**config.mk**
```make
export PLATFORM = sky130hd
export DESIGN_NAME = tick_timer
export DESIGN_NICKNAME = d
export VERILOG_FILES = /design/src/rtl/tick_timer.sv
export SDC_FILE = /design/constraint.sdc
export NUM_CORES = 1
export LEC_CHECK = 0
export BUFFER_PORTS_ARGS = -buffer_cell sky130_fd_sc_hd__buf_2
export CORE_MARGIN = 2
export CORE_UTILIZATION = 56
export CTS_BUF_LIST = sky130_fd_sc_hd__clkbuf_4 sky130_fd_sc_hd__clkbuf_8
export CTS_CLUSTER_DIAMETER = 80
export DETAILED_ROUTE_END_ITERATION = 12
export GPL_TIMING_DRIVEN = 0
export PLACE_DENSITY = 0.8
export SYNTH_ARGS = -nofsm -noshare
export SYNTH_HDL_FRONTEND = slang
export SYNTH_SLANG_ARGS = --single-unit
export TNS_END_PERCENT = 20
```
**constraint.sdc**
```tcl
create_clock -name clk -period 3.4 [get_ports clk]
set_clock_uncertainty 0.05 [all_clocks]
set_input_delay 0.51 -clock clk [delete_from_list [all_inputs] [get_ports clk]]
set_output_delay 0.51 -clock clk [all_outputs]
set_load 0.005 [all_outputs]
```
**src/rtl/tick_timer.sv**
```systemverilog
module tick_timer #(
  parameter int CW = 32
) (
  input  logic          clk,
  input  logic          rst_n,
  input  logic          div_we,
  input  logic [CW-1:0] div_in,
  input  logic          op_we,
  input  logic [1:0]    op_in,
  input  logic          mask_we,
  input  logic          mask_in,
  input  logic          ack_we,
  input  logic          ack_in,
  output logic [CW-1:0] count_out,
  output logic          raw_pend,
  output logic          irq
);
  localparam logic [1:0] OP_LOAD = 2'b01;
  localparam logic [1:0] OP_RUN  = 2'b10;
  localparam logic [CW-1:0] ONE  = CW'(1);

  logic [CW-1:0] div_q, cnt_q;
  logic          run_q, mask_q, pend_q;
  logic          expire;

  assign expire = run_q && !op_we && (cnt_q <= ONE);

  always_ff @(posedge clk or negedge rst_n)
    if (!rst_n)      div_q <= '0;
    else if (div_we) div_q <= div_in;

  always_ff @(posedge clk or negedge rst_n)
    if (!rst_n) begin
      cnt_q <= '0;
      run_q <= 1'b0;
    end else if (op_we) begin
      run_q <= (op_in == OP_RUN);
      if (op_in == OP_LOAD) cnt_q <= div_q;
    end else if (expire) begin
      cnt_q <= div_q;
    end else if (run_q) begin
      cnt_q <= cnt_q - ONE;
    end

  always_ff @(posedge clk or negedge rst_n)
    if (!rst_n)       mask_q <= 1'b0;
    else if (mask_we) mask_q <= mask_in;

  always_ff @(posedge clk or negedge rst_n)
    if (!rst_n) pend_q <= 1'b0;
    else        pend_q <= expire | (pend_q & ~(ack_we & ack_in));

  assign count_out = cnt_q;
  assign raw_pend  = pend_q;
  assign irq       = pend_q & mask_q;
endmodule

```
==> impl_results.html, run 1 <==
<table>
<tr><th>Metric</th><th>Value</th></tr>
<tr><th colspan="2">Worst hold path</th></tr>
<tr><td>Worst hold path type</td><td>in -&gt; async</td></tr>
<tr><th colspan="2">Detailed routing</th></tr>
<tr><td>Number of vias after detailed routing</td><td>about 3.3k</td></tr>
<tr><td>Antenna-violating nets left</td><td>0</td></tr>
<tr><td>TritonRoute pass-1 iters</td><td>5</td></tr>
<tr><td>Residual DRC count</td><td>0</td></tr>
<tr><td>Initial drt markers</td><td>between 300 and 400</td></tr>
<tr><td>Average detailed-routed wire length per instance</td><td>roughly 19 um</td></tr>
<tr><td>Routed wire length</td><td>~9.6 mm</td></tr>
<tr><td>Vias per cell</td><td>between 6 and 7</td></tr>
<tr><th colspan="2">Critical path</th></tr>
<tr><td>Reg2reg end</td><td>count_out[3]</td></tr>
<tr><td>Library cell appearing most often on the critical path</td><td>sky130_fd_sc_hd__clkbuf_1</td></tr>
<tr><td>Worst setup path startpoint</td><td>count_out[16]</td></tr>
<tr><td>Reg2Reg Depth</td><td>9</td></tr>
<tr><td>Critical path capture point</td><td>count_out[3]</td></tr>
<tr><td>Cell family contributing the most delay on the critical path</td><td>simple AND/OR/NAND/NOR gates</td></tr>
<tr><td>Worst R2R Start</td><td>count_out[16]</td></tr>
<tr><td>Category of the most critical setup path</td><td>reg -&gt; reg</td></tr>
<tr><td>Data arrival time of the worst path</td><td>3280 ps</td></tr>
<tr><td>Critical Path Start Type</td><td>flip-flop</td></tr>
<tr><td>Data required time at the worst endpoint</td><td>3550 ps</td></tr>
<tr><td>Maximum fanout along the worst path</td><td>10</td></tr>
<tr><td>Endpoint kind of the worst setup timing path</td><td>flip-flop</td></tr>
<tr><td>Maximum single-stage delay on the critical path</td><td>between 500 and 600 ps</td></tr>
<tr><td>Minimum setup slack among reg-to-reg paths</td><td>270 ps</td></tr>
<tr><td>Crit path depth</td><td>9</td></tr>
<tr><td>Worst path slowest cell</td><td>sky130_fd_sc_hd__or4_1</td></tr>
<tr><td>Cell breakdown of the critical path</td><td>or4_1 -&gt; clkbuf_1 -&gt; nor4_1 -&gt; nand4_1 -&gt; nor2b_1 -&gt; clkbuf_1 -&gt; clkbuf_1 -&gt; a22oi_1 -&gt; o311ai_0</td></tr>
<tr><td>Sum of buffers and inverters on the critical path</td><td>3</td></tr>
<tr><th colspan="2">GRT</th></tr>
<tr><td>First-pass GRT wire length</td><td>15.7 mm</td></tr>
<tr><td>Pin count of the biggest net entering global routing</td><td>68</td></tr>
<tr><td>Final global-route overflow total</td><td>0</td></tr>
<tr><td>Total routing resource utilization after global routing</td><td>28.6%</td></tr>
<tr><td>Number of antenna violations at the first check in global routing</td><td>0</td></tr>
<tr><td>Vias in the first global route</td><td>between 3k and 4k</td></tr>
<tr><th colspan="2">Synthesis</th></tr>
<tr><td>Seq cells post-synth</td><td>between 60 and 70</td></tr>
<tr><td>Syn Std Cell Area</td><td>approximately 3500 sq um</td></tr>
<tr><td>Area contributors post-synth</td><td>sky130_fd_sc_hd__dfrtp_1, sky130_fd_sc_hd__mux2_2, sky130_fd_sc_hd__nand2_1</td></tr>
<tr><td>Avg Synthesized Cell Area</td><td>10.0 sq um</td></tr>
<tr><td>Predominant post-synthesis flop cell</td><td>sky130_fd_sc_hd__dfrtp_1</td></tr>
<tr><td>Yosys top cell by area</td><td>sky130_fd_sc_hd__dfrtp_1</td></tr>
<tr><td>Register area share after synthesis</td><td>about 48%</td></tr>
<tr><td>Async set or reset register ratio after synthesis</td><td>between 90% and 100%</td></tr>
<tr><td>Synthesized instance count</td><td>between 300 and 400</td></tr>
<tr><td>Count of cell types in the netlist</td><td>46</td></tr>
<tr><td>Synthesis warning total</td><td>0</td></tr>
<tr><td>EDFF count, synth</td><td>0</td></tr>
<tr><td>Number of nets produced by synthesis</td><td>roughly 400</td></tr>
<tr><td>Post-synth top area share</td><td>48.1%</td></tr>
<tr><th colspan="2">Power and ir drop</th></tr>
<tr><td>Power per Cell Area</td><td>525 nW/um^2</td></tr>
<tr><td>Reported leakage power</td><td>approximately 1.7 nW</td></tr>
<tr><td>Overall power</td><td>2.17 mW</td></tr>
<tr><td>Maximum vdd ir drop</td><td>approximately 330 uV</td></tr>
<tr><th colspan="2">Timing</th></tr>
<tr><td>Count of pins over their slew limit</td><td>0</td></tr>
<tr><td>Total Neg Setup Slack</td><td>0 ps</td></tr>
<tr><td>Post-layout worst setup margin</td><td>about 270 ps</td></tr>
<tr><td>Tightest slew margin relative to the limit</td><td>43.9%</td></tr>
<tr><td>Number of hold violations in the final report</td><td>0</td></tr>
<tr><td>RSZ-0062 raised after global routing</td><td>no</td></tr>
<tr><td>Timing-limited maximum frequency</td><td>319 MHz</td></tr>
<tr><td>Shortest period the worst path allows</td><td>around 3100 ps</td></tr>
<tr><td>Total of endpoints with negative setup slack in the final report</td><td>0</td></tr>
<tr><td>Actual transition at the worst max-transition pin</td><td>between 800 and 900 ps</td></tr>
<tr><td>Share of the clock period used by the worst path</td><td>92.2%</td></tr>
<tr><th colspan="2">Cells and area</th></tr>
<tr><td>Net count reported at finish</td><td>approximately 480</td></tr>
<tr><td>Ratio of cells with drive above 1 in the final layout</td><td>a little under a third</td></tr>
<tr><td>Utilization after layout</td><td>69.5%</td></tr>
<tr><td>ANT cells</td><td>0</td></tr>
<tr><td>Count of filler cells inserted in the layout</td><td>496</td></tr>
<tr><td>Area growth, synth to finish</td><td>18.7%</td></tr>
<tr><td>Layout Cell Area excl Fill</td><td>between 4000 and 5000 sq um</td></tr>
<tr><th colspan="2">Die</th></tr>
<tr><td>Core Region</td><td>around 6000 sq um</td></tr>
<tr><td>Starting density of the core</td><td>between 50% and 60%</td></tr>
<tr><td>Chip height</td><td>between 80 and 90 um</td></tr>
<tr><td>Horiz. Die Dim</td><td>between 80 and 90 um</td></tr>
<tr><td>Number of rows created at floorplan</td><td>28</td></tr>
<tr><td>Num ports</td><td>76</td></tr>
<tr><td>Total die area</td><td>6870 sq um</td></tr>
<tr><th colspan="2">Run</th></tr>
<tr><td>Count of max-cap constraint violations</td><td>0</td></tr>
<tr><th colspan="2">CTS</th></tr>
<tr><td>Clock insertion delay at the later pin of the skew report</td><td>about 350 ps</td></tr>
<tr><td>Clock root buffer</td><td>sky130_fd_sc_hd__clkbuf_8</td></tr>
<tr><td>Post-CTS setup repair buffer count</td><td>0</td></tr>
<tr><td>CTS tree</td><td>built</td></tr>
<tr><td>Clk slew on worst S/H paths</td><td>70 ps</td></tr>
<tr><td>Number of levels in the clock H-tree</td><td>3</td></tr>
<tr><td>Number of hold-repair buffers added at the cts stage</td><td>0</td></tr>
<tr><td>CTS sink cnt</td><td>67</td></tr>
<tr><td>TritonCTS Buffers</td><td>9</td></tr>
<tr><td>CTS max path bufs</td><td>2</td></tr>
<tr><th colspan="2">Placement</th></tr>
<tr><td>Quantity of I/O buffers inserted on ports</td><td>73</td></tr>
<tr><td>Placement Cell Area</td><td>roughly 3900 sq um</td></tr>
<tr><td>Global placement routability congestion</td><td>approximately 0.9</td></tr>
<tr><td>Half-perimeter wire length after placement</td><td>6.60 mm</td></tr>
<tr><td>Setup WS pre-CTS</td><td>~220 ps</td></tr>
<tr><th colspan="2">Status</th></tr>
<tr><td>Status</td><td>complete, no violations</td></tr>
</table>
==> cells in the mapped netlist, types with 5 or more instances <==
library cell,instances
sky130_fd_sc_hd__nand4_1,6
sky130_fd_sc_hd__dfrtp_1,67
sky130_fd_sc_hd__nand2_1,40
sky130_fd_sc_hd__nand3_1,19
sky130_fd_sc_hd__nor4_1,18
sky130_fd_sc_hd__a311o_1,9
sky130_fd_sc_hd__nor3_1,13
sky130_fd_sc_hd__inv_1,9
sky130_fd_sc_hd__o21ai_0,21
sky130_fd_sc_hd__buf_2,6
sky130_fd_sc_hd__o311ai_0,5
sky130_fd_sc_hd__or4_1,11
sky130_fd_sc_hd__a22oi_1,6
sky130_fd_sc_hd__a21oi_1,5
sky130_fd_sc_hd__clkbuf_1,17
sky130_fd_sc_hd__or3_1,9
sky130_fd_sc_hd__mux2_2,33
==> per-layer routing <==
layer	GRT usage, %	wire, um	vias to the layer above
li1	-	-	1480
met1	38.5	4020	1544
met2	45.6	4480	210
met3	6.66	911	16
met4	9.99	155	0
met5	0	0	-
==> cells by family (layout without fill, tap and decap cells) <==
kind of cell    count (synthesis)  in the layout  synth area share, %
mux                            36             36                 11.5
fa+ha+maj                       2              2                0.718
buf+inv                        35            124                 3.98
simple gates                  141            141                 22.1
compound gates                 66             66                 13.6
flops                          67             67                 48.1
==> flip-flops by register name, summed over array words and instances (netlist names) <==
name       flops
count_out     32
run_q          1
mask_q         1
raw_pend       1
div_q         32
==> metrics by stage <==
step / hold slack [ps] / cells
after global placement: 413 / 495
final: 201 / 511
after floorplan: 164 / 347
after CTS: 250 / 511
after detailed placement: 443 / 495
after global routing: 287 / 511
==> power breakdown <==
group	switching, mW	internal, mW
registers	0.163	0.924
clock network	0.300	0.327
logic	0.236	0.223
==> worst reg2reg max path, delay by kind of cell, from the launching register on <==
| family | cells | cell delay [ps] |
|---|---|---|
| flops | 1 | 440 |
| buf+inv | 3 | 720 |
| compound gates | 2 | 400 |
| simple gates | 4 | 1380 |
==> cell usage in the layout (no fill, tap or decap), types with 3 or more instances in the layout <==
cell,count
sky130_fd_sc_hd__a21oi_1,5
sky130_fd_sc_hd__a22oi_1,6
sky130_fd_sc_hd__a311o_1,9
sky130_fd_sc_hd__and3_1,4
sky130_fd_sc_hd__buf_1,3
sky130_fd_sc_hd__buf_2,78
sky130_fd_sc_hd__clkbuf_1,17
sky130_fd_sc_hd__clkbuf_4,3
sky130_fd_sc_hd__clkbuf_8,11
sky130_fd_sc_hd__dfrtp_1,67
sky130_fd_sc_hd__inv_1,9
sky130_fd_sc_hd__mux2_2,33
sky130_fd_sc_hd__mux2i_1,3
sky130_fd_sc_hd__nand2_1,40
sky130_fd_sc_hd__nand3_1,19
sky130_fd_sc_hd__nand4_1,6
sky130_fd_sc_hd__nor2_1,4
sky130_fd_sc_hd__nor3_1,13
sky130_fd_sc_hd__nor4_1,17
sky130_fd_sc_hd__o21ai_0,21
sky130_fd_sc_hd__o22ai_1,3
sky130_fd_sc_hd__o311ai_0,5
sky130_fd_sc_hd__or3_1,9
sky130_fd_sc_hd__or4_1,11
==> worst min-delay path by stage <==
stage / depth (start not counted) / slack, ps / end / start
2_1_floorplan: 0 / 160 / count_out[0] / rst_n
3_3_place_gp: 2 / 410 / raw_pend / raw_pend
3_5_place_dp: 1 / 440 / mask_q / mask_q
4_1_cts: 1 / 250 / div_q[10] / rst_n
5_1_grt: 1 / 290 / count_out[2] / rst_n
6_report: 1 / 200 / div_q[10] / rst_n
==> cell type report <==
cell class                      instances  area, sq um  area share, %
Buffer                                 26          105           2.54
Clock buffer                           14          174           4.20
Clock inverter                          2         10.0          0.242
Inverter                                9         33.8          0.816
Multi-Input combinational cell        245         1680           40.5
Sequential cell                        67         1680           40.5
Tap cell                               75         93.8           2.27
Timing Repair Buffer                   73          368           8.89
==> repair_timing <==
| action | 4_1_cts | 5_1_grt |
|---|---|---|
| endpoints found under the setup margin | 0 | 10 |
| resized for setup | 0 | 1 |
| endpoints found under the hold margin | 0 | 0 |
Power figures use the tool's default switching activity.
==> run 2: changes to the inputs <==
Settings changed: BUFFER_PORTS_ARGS -buffer_cell sky130_fd_sc_hd__buf_2 to default, CORE_UTILIZATION 56 to 61, DONT_BUFFER_PORTS from default to 1, MAX_ROUTING_LAYER from default to met4, PLACE_DENSITY 0.8 to 0.75.
==> run 2 against run 1 <==
  * Count of clock-buffer cells in the layout unchanged
  * Sequential cell count unchanged
  * First-iteration DRC count down 5.4%
  * Hold slack better by 7.7 ps
  * Global-route usage up 4.0 points
  * Sequential share of layout area up 3.4 points
  * Register-to-register slack about the same
  * Sequential power about the same
  * Non-clock buffer count down 71
  * Critical path depth up 1
  * Critical path type unchanged
  * Largest cell class unchanged
  * Largest power group unchanged
  * Highest routed layer unchanged
==> impl_results.html, run 2 (synthesis gave the netlist of run 1 again) <==
<table>
<tr><th>Metric</th><th>Value</th></tr>
<tr><th colspan="2">Timing</th></tr>
<tr><td>Total Neg Setup Slack</td><td>0 ps (unchanged)</td></tr>
<tr><td>Share of the clock period used by the worst path</td><td>92.2% (about the same)</td></tr>
<tr><td>Tightest slew margin relative to the limit</td><td>57.5% (+14 points)</td></tr>
<tr><td>Actual transition at the worst max-transition pin</td><td>637 ps (-205 ps)</td></tr>
<tr><td>Shortest period the worst path allows</td><td>3140 ps (+1.92 ps)</td></tr>
<tr><td>Timing-limited maximum frequency</td><td>319 MHz (about the same)</td></tr>
<tr><td>Count of pins over their slew limit</td><td>0 (unchanged)</td></tr>
<tr><td>Final-layout worst hold slack</td><td>209 ps (+7.70 ps)</td></tr>
<tr><td>RSZ-0062 raised after global routing</td><td>no</td></tr>
<tr><td>Total of endpoints with negative setup slack in the final report</td><td>0 (unchanged)</td></tr>
<tr><td>Number of hold violations in the final report</td><td>0 (unchanged)</td></tr>
<tr><th colspan="2">GRT</th></tr>
<tr><td>Number of antenna violations at the first check in global routing</td><td>0 (unchanged)</td></tr>
<tr><td>Final global-route overflow total</td><td>0 (unchanged)</td></tr>
<tr><td>Pin count of the biggest net entering global routing</td><td>68 (unchanged)</td></tr>
<tr><td>Vias in the first global route</td><td>2823 (-9.1%)</td></tr>
<tr><td>Total routing resource utilization after global routing</td><td>32.5% (+4.0 points)</td></tr>
<tr><td>First-pass GRT wire length</td><td>14.9 mm (-4.9%)</td></tr>
<tr><th colspan="2">Run</th></tr>
<tr><td>Count of max-cap constraint violations</td><td>0 (unchanged)</td></tr>
<tr><th colspan="2">Cells and area</th></tr>
<tr><td>Layout Cell Area excl Fill</td><td>3820 sq um (-7.7%)</td></tr>
<tr><td>Utilization after layout</td><td>69.3% (-0.15 points)</td></tr>
<tr><td>ANT cells</td><td>0 (unchanged)</td></tr>
<tr><td>Area growth, synth to finish</td><td>9.51%</td></tr>
<tr><td>Count of filler cells inserted in the layout</td><td>432 (-13%)</td></tr>
<tr><td>Commonest non-fill, non-tap cells in the layout</td><td>sky130_fd_sc_hd__dfrtp_1, sky130_fd_sc_hd__nand2_1, sky130_fd_sc_hd__mux2_2, sky130_fd_sc_hd__o21ai_0, sky130_fd_sc_hd__nand3_1</td></tr>
<tr><td>Most common cell after layout, fill and taps aside</td><td>sky130_fd_sc_hd__dfrtp_1</td></tr>
<tr><td>Ratio of cells with drive above 1 in the final layout</td><td>18.1% (-13 points)</td></tr>
<tr><td>Net count reported at finish</td><td>404 (-15%)</td></tr>
<tr><th colspan="2">Die</th></tr>
<tr><td>Total die area</td><td>6340 sq um (-7.8%)</td></tr>
<tr><td>Starting density of the core</td><td>63.3% (+4.8 points)</td></tr>
<tr><td>Horiz. Die Dim</td><td>79.6 um (-4.0%)</td></tr>
<tr><td>Core Region</td><td>5510 sq um (-7.5%)</td></tr>
<tr><td>Chip height</td><td>79.6 um (-4.0%)</td></tr>
<tr><td>Number of rows created at floorplan</td><td>27 (-3.6%)</td></tr>
<tr><td>Num ports</td><td>76 (unchanged)</td></tr>
<tr><th colspan="2">Detailed routing</th></tr>
<tr><td>Antenna-violating nets left</td><td>0 (unchanged)</td></tr>
<tr><td>Average detailed-routed wire length per instance</td><td>21.0 um (+12%)</td></tr>
<tr><td>Number of vias after detailed routing</td><td>2999 (-7.7%)</td></tr>
<tr><td>Vias per cell</td><td>6.86 (+7.9%)</td></tr>
<tr><td>Residual DRC count</td><td>0 (unchanged)</td></tr>
<tr><td>Routed wire length</td><td>9.20 mm (-3.8%)</td></tr>
<tr><td>TritonRoute pass-1 iters</td><td>5 (unchanged)</td></tr>
<tr><td>Initial drt markers</td><td>300 (-5.4%)</td></tr>
<tr><th colspan="2">CTS</th></tr>
<tr><td>CTS tree</td><td>built</td></tr>
<tr><td>Number of levels in the clock H-tree</td><td>3 (unchanged)</td></tr>
<tr><td>TritonCTS Buffers</td><td>9 (unchanged)</td></tr>
<tr><td>CTS sink cnt</td><td>67 (unchanged)</td></tr>
<tr><td>Clock root buffer</td><td>sky130_fd_sc_hd__clkbuf_8</td></tr>
<tr><td>CTS max path bufs</td><td>2 (unchanged)</td></tr>
<tr><td>Clk slew on worst S/H paths</td><td>80 ps (about the same)</td></tr>
<tr><td>Clock insertion delay at the later pin of the skew report</td><td>360 ps (about the same)</td></tr>
<tr><th colspan="2">Critical path</th></tr>
<tr><td>Critical Path Start Type</td><td>flip-flop</td></tr>
<tr><td>Data arrival time of the worst path</td><td>3380 ps (+100 ps)</td></tr>
<tr><td>Worst path slowest cell</td><td>sky130_fd_sc_hd__or4_1</td></tr>
<tr><td>Cell breakdown of the critical path</td><td>or4_1 -&gt; clkbuf_1 -&gt; nor4_2 -&gt; nand4_1 -&gt; nand2b_1 -&gt; buf_2 -&gt; buf_2 -&gt; buf_2 -&gt; nand3_1 -&gt; nand4_1</td></tr>
<tr><td>Category of the most critical setup path</td><td>reg -&gt; reg</td></tr>
<tr><td>Library cell appearing most often on the critical path</td><td>sky130_fd_sc_hd__buf_2</td></tr>
<tr><td>Maximum single-stage delay on the critical path</td><td>540 ps (about the same)</td></tr>
<tr><td>Data required time at the worst endpoint</td><td>3640 ps (+90 ps)</td></tr>
<tr><td>Reg2Reg Depth</td><td>10 (+1)</td></tr>
<tr><td>Endpoint kind of the worst setup timing path</td><td>flip-flop</td></tr>
<tr><td>Maximum fanout along the worst path</td><td>10 (unchanged)</td></tr>
<tr><th colspan="2">Status</th></tr>
<tr><td>Status</td><td>complete, no violations</td></tr>
<tr><th colspan="2">Worst hold path</th></tr>
<tr><td>Worst hold path type</td><td>in -&gt; reg</td></tr>
<tr><td>Min-Delay Path Depth</td><td>1</td></tr>
<tr><th colspan="2">Placement</th></tr>
<tr><td>Half-perimeter wire length after placement</td><td>6.18 mm (-6.4%)</td></tr>
<tr><td>Placement Cell Area</td><td>3580 sq um (-9.4%)</td></tr>
<tr><td>Quantity of I/O buffers inserted on ports</td><td>0 (-100%)</td></tr>
<tr><td>Global placement routability congestion</td><td>0.943 (+7.5%)</td></tr>
<tr><th colspan="2">Power and ir drop</th></tr>
<tr><td>Overall power</td><td>2.08 mW (-4.1%)</td></tr>
<tr><td>Maximum vdd ir drop</td><td>347 uV (+5.1%)</td></tr>
<tr><td>Power per Cell Area</td><td>545 nW/um^2 (+3.9%)</td></tr>
<tr><td>Reported leakage power</td><td>1.47 nW (-15%)</td></tr>
</table>
run 2: cell types whose count changed in the layout (fill, tap and decap cells not counted), sizes merged:
| cell | before | now |
|---|---|---|
| buf | 82 | 10 |
| dlygate4sd3 | 0 | 1 |
run 2: worst paths after layout:
| path | startpoint | to | slack, ps |
|---|---|---|---|
| max | count_out[16] | count_out[12] | 260 |
| min in group asynchronous | rst_n | count_out[8] | 640 |
| min | op_in[0] | run_q | 210 |
| min reg2reg | mask_q | mask_q | 460 |
| max reg2reg | count_out[16] | count_out[12] | 260 |
| max in group asynchronous | rst_n | div_q[20] | 2380 |
run 2: critical path, delay by kind of cell (launching register included):
kind	cells	cell delay [ps]
AND/OR/NAND/NOR	6	1580
buffers and inverters	4	1000
flip-flops	1	450
run 2: repair_timing:
item | in CTS | in global routing
hold buffers | 2 | 0
setup endpoints to repair | 0 | 30
hold endpoints to repair | 67 | 0
gates resized for setup | 0 | 5
buffers inserted | 0 | 0
run 2: metal layers:
metal	global-route usage [%]	vias to the layer above	share of wire (%)
li1	-	1339	-
met1	44.9	1454	43
met2	45.6	178	45
met3	8.60	28	10
met4	14.0	0	2.3
met5	-	-	0
run 2: metrics by stage:
| stage | instances | setup slack, ps |
|---|---|---|
| after CTS | 437 | 25.5 |
| after global routing | 437 | 38.1 |
| after global placement | 419 | 5.65 |
| after detailed placement | 419 | 62.5 |
| final | 437 | 264 |
| after floorplan | 347 | 692 |
run 2: layout make-up:
cell class,instances,area (sq um),share of cell area [%]
Inverter,9,33.8,0.885
Buffer,26,106,2.79
Sequential cell,67,1680,43.9
Multi-Input combinational cell,245,1690,44.3
Tap cell,72,90.1,2.36
Timing Repair Buffer,2,37.5,0.983
Clock inverter,2,10.0,0.262
Clock buffer,14,174,4.55
run 2: report_power, final:
| group | internal, mW | total [mW] | switching [mW] |
|---|---|---|---|
| clock | 0.327 | 0.628 | 0.301 |
| combinational | 0.157 | 0.346 | 0.189 |
| sequential | 0.923 | 1.11 | 0.185 |
| total | 1.41 | 2.08 | 0.675 |
